--- config.mk ---
export PLATFORM = sky130hd
export DESIGN_NAME = pmp_span_decoder
export DESIGN_NICKNAME = d
export VERILOG_FILES = /design/src/rtl/pmp_span_pkg.sv /design/src/rtl/tz_ones_count.sv /design/src/rtl/pmp_span_entry.sv /design/src/rtl/pmp_span_decoder.sv
export SDC_FILE = /design/constraint.sdc
export NUM_CORES = 1
export LEC_CHECK = 0
export CORE_ASPECT_RATIO = 1.1
export CORE_UTILIZATION = 50
export DETAILED_ROUTE_END_ITERATION = 6
export PLACE_DENSITY = 0.8
export SLEW_MARGIN = 10
export SYNTH_ARGS = -nofsm -noshare
export SYNTH_HDL_FRONTEND = slang
export SYNTH_HIERARCHICAL = 1
export SYNTH_SLANG_ARGS = --single-unit
--- constraint.sdc ---
create_clock -name clk -period 0.8 [get_ports clk]
set_clock_uncertainty 0.1 [all_clocks]
set_input_delay 0.16 -clock clk [delete_from_list [all_inputs] [get_ports clk]]
set_output_delay 0.16 -clock clk [all_outputs]
set_load 0.05 [all_outputs]
--- src/rtl/pmp_span_pkg.sv ---
package pmp_span_pkg;

    typedef enum logic [1:0] {
        SPAN_OFF   = 2'd0,
        SPAN_TOR   = 2'd1,
        SPAN_NA4   = 2'd2,
        SPAN_NAPOT = 2'd3
    } span_mode_e;

endpackage

--- src/rtl/tz_ones_count.sv ---
module tz_ones_count #(
    parameter int W     = 32,
    parameter int CNT_W = $clog2(W + 1)
) (
    input  logic [W-1:0]     value_i,
    output logic [CNT_W-1:0] count_o,
    output logic             all_ones_o
);

    // Priority encoder over the inverted value: the lowest zero bit wins.
    always_comb begin
        count_o = CNT_W'(W);
        for (int i = W - 1; i >= 0; i--) begin
            if (!value_i[i]) begin
                count_o = CNT_W'(i);
            end
        end
    end

    assign all_ones_o = &value_i;

endmodule

--- src/rtl/pmp_span_entry.sv ---
module pmp_span_entry
    import pmp_span_pkg::*;
#(
    parameter int XLEN = 32,
    parameter int PA_W = XLEN + 2
) (
    input  logic            clk,
    input  logic            rst_n,
    input  span_mode_e      mode_i,
    input  logic [XLEN-1:0] cur_addr_i,
    input  logic [XLEN-1:0] prev_addr_i,
    output logic [PA_W-1:0] lo_o,
    output logic [PA_W-1:0] hi_o
);

    localparam int CNT_W = $clog2(XLEN + 1);
    localparam int SHW   = CNT_W + 2;

    logic [CNT_W-1:0] ones_cnt;
    logic             ones_all;
    logic [SHW-1:0]   napot_shift;
    logic [PA_W-1:0]  cur_pa;
    logic [PA_W-1:0]  prev_pa;
    logic [PA_W-1:0]  napot_mask;
    logic [PA_W-1:0]  lo_d;
    logic [PA_W-1:0]  hi_d;

    tz_ones_count #(
        .W     (XLEN),
        .CNT_W (CNT_W)
    ) i_tz_ones_count (
        .value_i    (cur_addr_i),
        .count_o    (ones_cnt),
        .all_ones_o (ones_all)
    );

    assign cur_pa      = {cur_addr_i, 2'b00};
    assign prev_pa     = {prev_addr_i, 2'b00};
    assign napot_shift = SHW'(ones_cnt) + SHW'(3);
    assign napot_mask  = ~({PA_W{1'b1}} << napot_shift);

    // Next-bound decode, one arm per mode.
    always_comb begin
        lo_d = '0;
        hi_d = '1;
        unique case (mode_i)
            SPAN_OFF: begin
                lo_d = '0;
                hi_d = '1;
            end
            SPAN_TOR: begin
                lo_d = prev_pa;
                hi_d = cur_pa - PA_W'(1);
            end
            SPAN_NA4: begin
                lo_d = cur_pa;
                hi_d = cur_pa + PA_W'(3);
            end
            SPAN_NAPOT: begin
                if (ones_all) begin
                    lo_d = '0;
                    hi_d = '1;
                end else begin
                    lo_d = cur_pa & ~napot_mask;
                    hi_d = (cur_pa & ~napot_mask) | napot_mask;
                end
            end
            default: begin
                lo_d = '0;
                hi_d = '1;
            end
        endcase
    end

    // Bound registers.
    always_ff @(posedge clk or negedge rst_n) begin
        if (!rst_n) begin
            lo_o <= '0;
            hi_o <= '1;
        end else begin
            lo_o <= lo_d;
            hi_o <= hi_d;
        end
    end

    logic [PA_W-1:0] span_w;
    assign span_w = hi_o - lo_o;


    off_span_chk: assert property (@(posedge clk) disable iff (!rst_n)
        (mode_i == SPAN_OFF) |=> (lo_o == '0) && (&hi_o));


    na4_span_chk: assert property (@(posedge clk) disable iff (!rst_n)
        (mode_i == SPAN_NA4) |=> (span_w == PA_W'(3)));


    napot_align_chk: assert property (@(posedge clk) disable iff (!rst_n)
        (mode_i == SPAN_NAPOT) |=>
            (((span_w & (span_w + PA_W'(1))) == '0) && ((lo_o & span_w) == '0)));


    napot_full_chk: assert property (@(posedge clk) disable iff (!rst_n)
        ((mode_i == SPAN_NAPOT) && (&cur_addr_i)) |=> (lo_o == '0) && (&hi_o));


    tor_base_chk: assert property (@(posedge clk) disable iff (!rst_n)
        (mode_i == SPAN_TOR) |=> (lo_o == {$past(prev_addr_i), 2'b00}));

endmodule

--- src/rtl/pmp_span_decoder.sv ---
module pmp_span_decoder
    import pmp_span_pkg::*;
#(
    parameter int NUM_ENTRIES = 4,
    parameter int XLEN        = 32,
    parameter int PA_W        = XLEN + 2
) (
    input  logic                        clk,
    input  logic                        rst_n,
    input  logic [2*NUM_ENTRIES-1:0]    mode_i,
    input  logic [XLEN*NUM_ENTRIES-1:0] addr_i,
    output logic [PA_W*NUM_ENTRIES-1:0] start_o,
    output logic [PA_W*NUM_ENTRIES-1:0] end_o
);

    for (genvar g = 0; g < NUM_ENTRIES; g++) begin : g_entry
        logic [XLEN-1:0] lower_addr;

        if (g == 0) begin : g_base
            assign lower_addr = '0;
        end else begin : g_chain
            assign lower_addr = addr_i[(g-1)*XLEN +: XLEN];
        end

        pmp_span_entry #(
            .XLEN (XLEN),
            .PA_W (PA_W)
        ) i_pmp_span_entry (
            .clk         (clk),
            .rst_n       (rst_n),
            .mode_i      (span_mode_e'(mode_i[2*g +: 2])),
            .cur_addr_i  (addr_i[g*XLEN +: XLEN]),
            .prev_addr_i (lower_addr),
            .lo_o        (start_o[g*PA_W +: PA_W]),
            .hi_o        (end_o[g*PA_W +: PA_W])
        );
    end

endmodule

==> summary.txt, run 1 <==
Status
  • Outcome: stopped before the end
  • Last stage: 4_1_cts
  • Error msg: [ERROR DPL-0033] detailed placement checks failed during check placement.

Clock network
  • CTS root buffer: clkbuf_16
  • Setup Fix Bufs, Post-CTS: 115
  • Post-CTS Resized: 924
  • CTS H-tree lvls: 1
  • Clock tree buffer depth: 3
  • CTS sink cnt: 264
  • CTS Buf Count: 28
  • Hold_buf cts: 9

Floorplanning
  • Die Width: 182.6 um
  • Chip Height: 200.7 um
  • IO Pins: 410
  • Site row count: 72
  • Starting Density: 0.5095

Logic synthesis
  • Synthesis warning total: 6
  • EDFF count, synth: 0
  • Cell with the most instances after synthesis: o21ai_0
  • Async SR Flop Fraction: 1.000
  • Post-synthesis cell count: 2086
  • Post-synth top cells: o21ai_0 (175), nand2_1 (172), inv_1 (149)
  • Avg Synthesized Cell Area: 8.604 um2
  • Share of the synthesized area in the top cell type: 0.1991
  • Yosys reg bits: 264
  • Mapped Area: about 18000 um2
  • Primary FF master, synth: dfstp_2
  • Yosys cell types: 95
  • Synth top area cells: dfstp_2 (20%), dfrtp_1 (18%), o21ai_0 (4.9%)
  • Register area share after synthesis: 0.3776
  • Synth area leader: dfstp_2

Placement
  • IO buf count: 401
  • DP HPWL: 73310 um
  • Placed cell count: 3555
  • GP Congestion: 1.179
==> logic make-up after synthesis <==
logic type | Yosys count | share of synthesized area
AO/OA/AOI/OAI | 724 | 0.2840
buffers and inverters | 284 | 0.06832
multiplexers | 11 | 0.006135
flip-flops | 264 | 0.3776
XOR/XNOR | 55 | 0.02684
AND/OR/NAND/NOR | 727 | 0.2250
other | 5 | 0.001046
adder cells (fa/ha/maj) | 16 | 0.01115
==> per-stage QoR <==
step                area (um2)  TNS, ns  hold slack, ns  setup WS (ns)
detailed placement       30750  -731.76        -0.08087         -3.006
global placement         30750  -693.79        -0.07616         -2.874
floorplan                18940  -481.92         -0.2356         -2.048
==> inputs of run 2 (changes only) <==
Settings changed: CORE_ASPECT_RATIO 1.1 to unset, CORE_UTILIZATION 50 to 35, PLACE_DENSITY 0.8 to unset, PLACE_DENSITY_LB_ADDON set to 0.15.
==> summary.txt, run 2 <==
Worst setup path
  • Crit path cell chain: buf_6 > nand3b_1 > nand3_4 > a31oi_4 > a2111oi_4 > o221a_4 > inv_4 > ha_4 > nand3b_1 > buf_6 > xor2_4 > o21ai_4 > o41ai_4 > a22o_1
  • CP Capture Type: flop
  • CP max FO: 8
  • Crit-path slowest cell: a2111oi_4
  • CP endpoint: g_entry[0].i_pmp_span_entry/lo_o[2]
  • Crit path launch: addr_i[31]
  • Worst setup SP type: primary input
  • Worst EP required: 1.25 ns
  • Critical path class: primary input to flop
  • Critical path arrival: 3.03 ns
  • Critical Path Max Stage Delay: 0.38 ns

GRT
  • Largest net degree at the start of global routing: 43
  • First-pass GRT wire length: 142800 um
  • Initial antenna violation count: 3
  • Vias in the first global route: 22.95k
  • Grt total ovfl: 0
  • GRT Total Usage: 0.3555

Finish
  • Largest registers: g_entry.i_pmp_span_entry/hi_o: 136 flops, g_entry.i_pmp_span_entry/lo_o: 128 flops
  • Share of cells above drive strength 1: 0.5981
  • Synth-to-layout area growth: 107.8%
  • Nets: 3498
  • Fillers: 3539
  • Max reg flops: 136
  • Most common cell after layout, fill and taps aside: buf_4
  • Most frequent cells in the layout: buf_4 (724), buf_12 (287), nand2_1 (146)
  • Top reg by flops: g_entry.i_pmp_span_entry/hi_o

Detailed routing
  • Detail Route Antenna Nets: 0
  • DR pass1 iterations: 6
  • Vias: between 20k and 25k
  • DRC viols: 0
  • Routed len/inst: between 20 and 25 um
  • Starting DRT DRC Count: slightly below 2k
  • Vias per cell: 5.760
  • Final wirelength: 98870 um

Floorplanning
  • IO Pins: 410 (unchanged)
  • Die Width: 228.4 um (+25%)
  • Site row count: 82 (+14%)
  • Die Area: around 52000 um2
  • Core Region: 50380 um2
  • Chip Height: 228.4 um (+14%)
  • Starting Density: 0.3563 (-0.1533)

Logic synthesis
  • Synth top area cells: dfstp_2 (20%), dfrtp_1 (18%), o21ai_0 (4.9%)
  • Synth area leader: dfstp_2
  • Cell with the most instances after synthesis: o21ai_0
  • Register area share after synthesis: 0.3776 (unchanged)
  • Synthesis warning total: 6 (unchanged)
  • Post-synth top cells: o21ai_0 (175), nand2_1 (172), inv_1 (149)
  • Yosys reg bits: 264 (unchanged)
  • Mapped Area: 17950 um2 (unchanged)
  • Async SR Flop Fraction: 1.000 (unchanged)
  • Post-synthesis cell count: 2086 (unchanged)
  • EDFF count, synth: 0 (unchanged)
  • Yosys cell types: 95 (unchanged)
  • Avg Synthesized Cell Area: 8.604 um2 (unchanged)
  • Share of the synthesized area in the top cell type: 0.1991 (unchanged)
  • Primary FF master, synth: dfstp_2

Timing
  • Max-slew headroom: 0.5637
  • Tmin final: around 2.6 ns
  • Worst hold slack: -0.2206 ns
  • Crit share post-route: 3.222
  • RSZ-0062 raised after global routing: yes
  • Final Hold Vio Count: between 90 and 100
  • Final worst setup slack: -1.778 ns
  • Worst-Margin Slew: 0.6531 ns
  • Final setup violation count: 528
  • Max frequency: 0.3879 GHz
  • Slew Viols, Final: 0

Placement
  • GP Congestion: 1.035 (-12%)
  • DP HPWL: 74410 um (+1.5%)
  • IO buf count: 401 (unchanged)

Clock network
  • CTS H-tree lvls: 1 (unchanged)
  • CTS Buf Count: 31 (+11%)
  • CTS root buffer: clkbuf_16
  • CTS tree: done
  • Clock tree buffer depth: 3 (unchanged)
  • CTS sink cnt: 264 (unchanged)
  • Clock transition at path regs: 0.06 ns

Power
  • Leakage: 16.01 nW
  • Worst vdd ir: 0.001719 V
  • Total power: 51.75 mW
  • Power per cell area: roughly 1400 nW/um2

Flow run
  • Max cap viols: 0

Status
  • Failing checks: negative hold slack, negative setup slack
  • Outcome: finished with violations

Hold path
  • Worst Hold Class: primary input to flop
-- run 2: cell counts after synthesis --
No cell type changed its count.
-- run 2: final cells by class --
type | count | area (um2) | area share
Timing Repair Buffer | 1320 | 14200 | 0.3809
Inverter | 153 | 628.1 | 0.01684
Clock inverter | 15 | 121.4 | 0.003255
Multi-Input combinational cell | 1574 | 13830 | 0.3708
Clock buffer | 43 | 890.9 | 0.02389
Sequential cell | 264 | 6777 | 0.1817
Antenna cell | 1 | 2.502 | 0.00006711
Tap cell | 672 | 840.8 | 0.02255
-- run 2: cell families (layout without fill, tap and decap cells) --
family / after synthesis / in the layout / synth area share
and+or+nand+nor: 727 / 728 / 0.2250
AOI/OAI and AO/OA: 724 / 724 / 0.2840
DFF: 264 / 264 / 0.3776
muxes: 11 / 11 / 0.006135
buffers and inverters: 284 / 1531 / 0.06832
other: 5 / 41 / 0.001046
adders and majority gates: 16 / 16 / 0.01115
xor gates and xnor gates: 55 / 55 / 0.02684
-- run 2: worst min-delay path by stage --
stage / startpoint / end / slack [ns] / cells after the start
floorplan: rst_n / g_entry[0].i_pmp_span_entry/lo_o[10] / -0.24 / 0
global placement: rst_n / g_entry[1].i_pmp_span_entry/lo_o[19] / -0.06 / 1
detailed placement: rst_n / g_entry[1].i_pmp_span_entry/lo_o[19] / -0.06 / 1
CTS: addr_i[120] / g_entry[3].i_pmp_span_entry/hi_o[26] / -0.22 / 3
global route: addr_i[118] / g_entry[3].i_pmp_span_entry/hi_o[24] / -0.23 / 3
finish: addr_i[118] / g_entry[3].i_pmp_span_entry/hi_o[24] / -0.22 / 3
-- run 2: routing by layer --
layer | share of wire | GRT usage
met2 | 0.48 | 0.6015
met4 | 0.051 | 0.1468
met1 | 0.40 | 0.4525
met5 | 0.00010 | 0
met3 | 0.072 | 0.05264
-- run 2: per-stage QoR --
stage	setup TNS (ns)	setup WS (ns)	instances	util	area [um2]
finish	-595.12	-1.778	4042	0.7402	37290
global route	-617.88	-1.831	4042	0.7402	37290
CTS	-591.92	-1.814	3962	0.6914	34830
detailed placement	-736.32	-3.086	3803	0.6230	31380
global placement	-727.53	-3.003	3803	0.6230	31380
floorplan	-481.92	-2.048	2121	-	18940
-- run 2: power by group --
part           switching [mW]  internal, mW  total (mW)
clock network            6.47          7.86        14.3
registers                1.11          14.9        16.0
logic                    11.5          9.95        21.4
-- run 2: repair_timing --
item	CTS	global route
resized for setup	728	494
gates cloned	1	1
setup buffers	77	77
pin swaps	201	230
hold endpoints to repair	372	104
hold buffers	30	15
setup endpoints to repair	528	556
-- run 2: critical path, delay by kind of cell --
kind	cells	cell delay, ns
fa+ha+maj	1	0.18
simple gates	3	0.50
xor+xnor	1	0.33
compound gates	6	1.54
buf+inv	3	0.30
Note: power is estimated with default switching activity, not from simulation.
==> inputs of run 3 (changes only) <==
Clock period 0.8 ns to 2.6 ns, I/O delays scaled along.
==> summary.txt, run 3 (same netlist as run 2, synthesis figures left out) <==
GRT
  • Initial antenna violation count: 3 (unchanged)
  • Largest net degree at the start of global routing: 63 (+47%)
  • Grt total ovfl: 0 (unchanged)
  • First-pass GRT wire length: 139400 um (-2.4%)
  • Vias in the first global route: 22.55k (-1.7%)
  • GRT Total Usage: 0.3450 (-0.01045)

Floorplanning
  • Die Width: 228.4 um (unchanged)
  • Site row count: 82 (unchanged)
  • Die Area: 52190 um2 (unchanged)
  • IO Pins: 410 (unchanged)
  • Core Region: 50380 um2 (unchanged)
  • Starting Density: 0.3563 (unchanged)
  • Chip Height: 228.4 um (unchanged)

Worst setup path
  • Worst setup SP type: primary input
  • Worst EP required: 3.00 ns (+1.75 ns)
  • CP top delay family: compound AO/OA/AOI/OAI gates
  • CP Capture Type: flop
  • Crit path cell chain: clkbuf_2 > nand3_1 > a21o_1 > a2111oi_4 > o221a_4 > inv_4 > ha_4 > buf_8 > nand3b_1 > xnor2_4 > nand3_4 > o21a_4 > a2bb2oi_2
  • Critical path class: primary input to flop
  • Crit-path slowest cell: a2111oi_4
  • Critical Path Max Stage Delay: 0.42 ns (+0.04 ns)
  • Critical path arrival: 3.37 ns (+0.34 ns)
  • Worst path bufs/invs: 3 (unchanged)
  • CP max FO: 8 (unchanged)

Timing
  • Final worst setup slack: -0.3645 ns (+1.413 ns)
  • RSZ-0062 raised after global routing: yes
  • Slew Viols, Final: 0 (unchanged)
  • Max frequency: 0.3373 GHz
  • Final setup TNS: -39.27 ns (+555.84 ns)
  • Worst-Margin Slew: 0.6762 ns (+0.02309 ns)
  • Final setup violation count: 230 (-56%)
  • Max-slew headroom: 0.5478 (-0.01591)
  • Final Hold Vio Count: 0 (-100%)
  • Worst hold slack: 0.1639 ns (+0.3844 ns)
  • Crit share post-route: 1.140
  • Tmin final: a little under 3 ns

Finish
  • Fillers: 3962 (+12%)
  • Final core utilization: 0.6787 (-0.06147)
  • Share of cells above drive strength 1: 0.5246 (-0.07350)
  • Register Area: 6777 um2 (unchanged)
  • Top reg by flops: g_entry.i_pmp_span_entry/hi_o
  • Footprint of the multi-input gates: 14140 um2 (+2.3%)
  • Synth-to-layout area growth: 90.51%
  • Nets: 3383 (-3.3%)
  • Max reg flops: 136 (unchanged)
  • Largest registers: g_entry.i_pmp_span_entry/hi_o: 136 flops, g_entry.i_pmp_span_entry/lo_o: 128 flops
  • Most frequent cells in the layout: buf_4 (636), clkdlybuf4s50_1 (260), buf_6 (157)
  • Finished Layout Cells: 3926 (-2.9%)
  • Most common cell after layout, fill and taps aside: buf_4

Status
  • Failing checks: negative setup slack
  • Outcome: finished with violations

Detailed routing
  • Vias: 22.34k (-4.1%)
  • Detail Route Antenna Nets: 0 (unchanged)
  • Final wirelength: 94140 um (-4.8%)
  • DR pass1 iterations: 6 (unchanged)
  • Routed len/inst: 23.98 um (-2.0%)
  • Vias per cell: 5.689 (-1.2%)
  • DRC viols: 0 (unchanged)
  • Starting DRT DRC Count: 1699 (-13%)

Power
  • Sequential share of power: 0.307 (-0.002)
  • P_sw: 5.484 mW (-71%)
  • Internal power: 9.909 mW (-70%)
  • Worst vdd ir: 0.0004910 V (-71%)
  • Leakage: 14.19 nW (-11%)
  • Power per cell area: 450.2 nW/um2 (-68%)
  • Sw Ratio: 0.3563 (-0.01180)
  • Combinational share of power: 0.371 (-0.043)
  • Clock power frac: 0.323 (+0.046)

Clock network
  • CTS sink cnt: 264 (unchanged)
  • Clock transition at path regs: 0.06 ns (about the same)
  • CTS tree: done
  • CTS root buffer: clkbuf_16
  • CTS Buf Count: 31 (unchanged)
  • CTS H-tree lvls: 1 (unchanged)
  • Clock tree buffer depth: 3 (unchanged)

Flow run
  • Max cap viols: 0 (unchanged)

Placement
  • Placed cell count: 3739 (-1.7%)
  • DP HPWL: 71330 um (-4.1%)
  • IO buf count: 401 (unchanged)
  • GP Congestion: 0.9885 (-4.5%)

Hold path
  • Worst Hold Class: primary input to flop
## run 3: cell count changes in the layout (fill, tap and decap cells not counted), moves of 6 or more
cell / previous run / this run
buf_2: 39 / 45
o21ai_4: 39 / 48
buf_12: 287 / 23
a22oi_1: 16 / 8
buf_6: 141 / 157
dlygate4sd2_1: 18 / 29
a22oi_2: 15 / 23
dlygate4sd3_1: 44 / 1
buf_4: 724 / 636
nor2_4: 21 / 13
bufinv_16: 0 / 8
o21ai_2: 84 / 77
clkdlybuf4s50_1: 9 / 260
## run 3: what timing repair did
| action | 4_1_cts | 5_1_grt |
|---|---|---|
| cloned | 3 | 1 |
| pin swaps | 295 | 256 |
| setup endpoints to repair | 274 | 267 |
| setup buffers | 96 | 60 |
| endpoints found under the hold margin | 22 | 0 |
| hold buffers | 1 | 0 |
| gates resized for setup | 927 | 374 |
## run 3: metal layers
metal  global-route usage  part of all wire  vias to the layer above
li1                     -                 -                    10070
met1               0.4445              0.41                    11100
met2               0.5938              0.49                      971
met3              0.04903             0.063                      199
met4               0.1099             0.035                        2
met5                    0           0.00014                        -
## run 3: power groups by stage
| stage | combinational (mW) | clock, mW | sequential (mW) |
|---|---|---|---|
| after floorplan | 1.27 | 0 | 5.98 |
| after global placement | 4.87 | 0 | 4.78 |
| after detailed placement | 4.89 | 0 | 4.78 |
| after CTS | 5.32 | 5.04 | 4.72 |
| after global routing | 5.93 | 5.18 | 4.74 |
| final | 5.71 | 4.97 | 4.72 |
## run 3: final timing paths
| check | start | end | slack (ns) | depth (start not counted) |
|---|---|---|---|---|
| setup / recovery | addr_i[100] | g_entry[3].i_pmp_span_entry/hi_o[9] | -0.36 | 13 |
| hold / removal | addr_i[16] | g_entry[1].i_pmp_span_entry/lo_o[18] | 0.16 | 2 |
| max in group asynchronous | rst_n | g_entry[0].i_pmp_span_entry/hi_o[7] | 1.23 | 3 |
| min in group asynchronous | rst_n | g_entry[1].i_pmp_span_entry/lo_o[16] | 0.35 | 2 |
## run 3: cell type report
cell class	count	share of cell area
diodes	2	0.0001464
multi-input cells	1573	0.4135
clock inverters	17	0.008746
inverters	153	0.01863
repair buffers	1206	0.3111
clock buffers	39	0.02503
well taps	672	0.02459
flip-flops and latches	264	0.1982
## run 3: per-stage QoR
| stage | total power, mW | setup WS (ns) | area [um2] |
|---|---|---|---|
| finish | 15.39 | -0.3645 | 34190 |
| global route | 15.86 | -0.4645 | 34190 |
| CTS | 15.07 | -0.4049 | 32630 |
| detailed placement | 9.671 | -1.676 | 28330 |
| global placement | 9.655 | -1.709 | 28330 |
| floorplan | 7.247 | -0.6076 | 18940 |
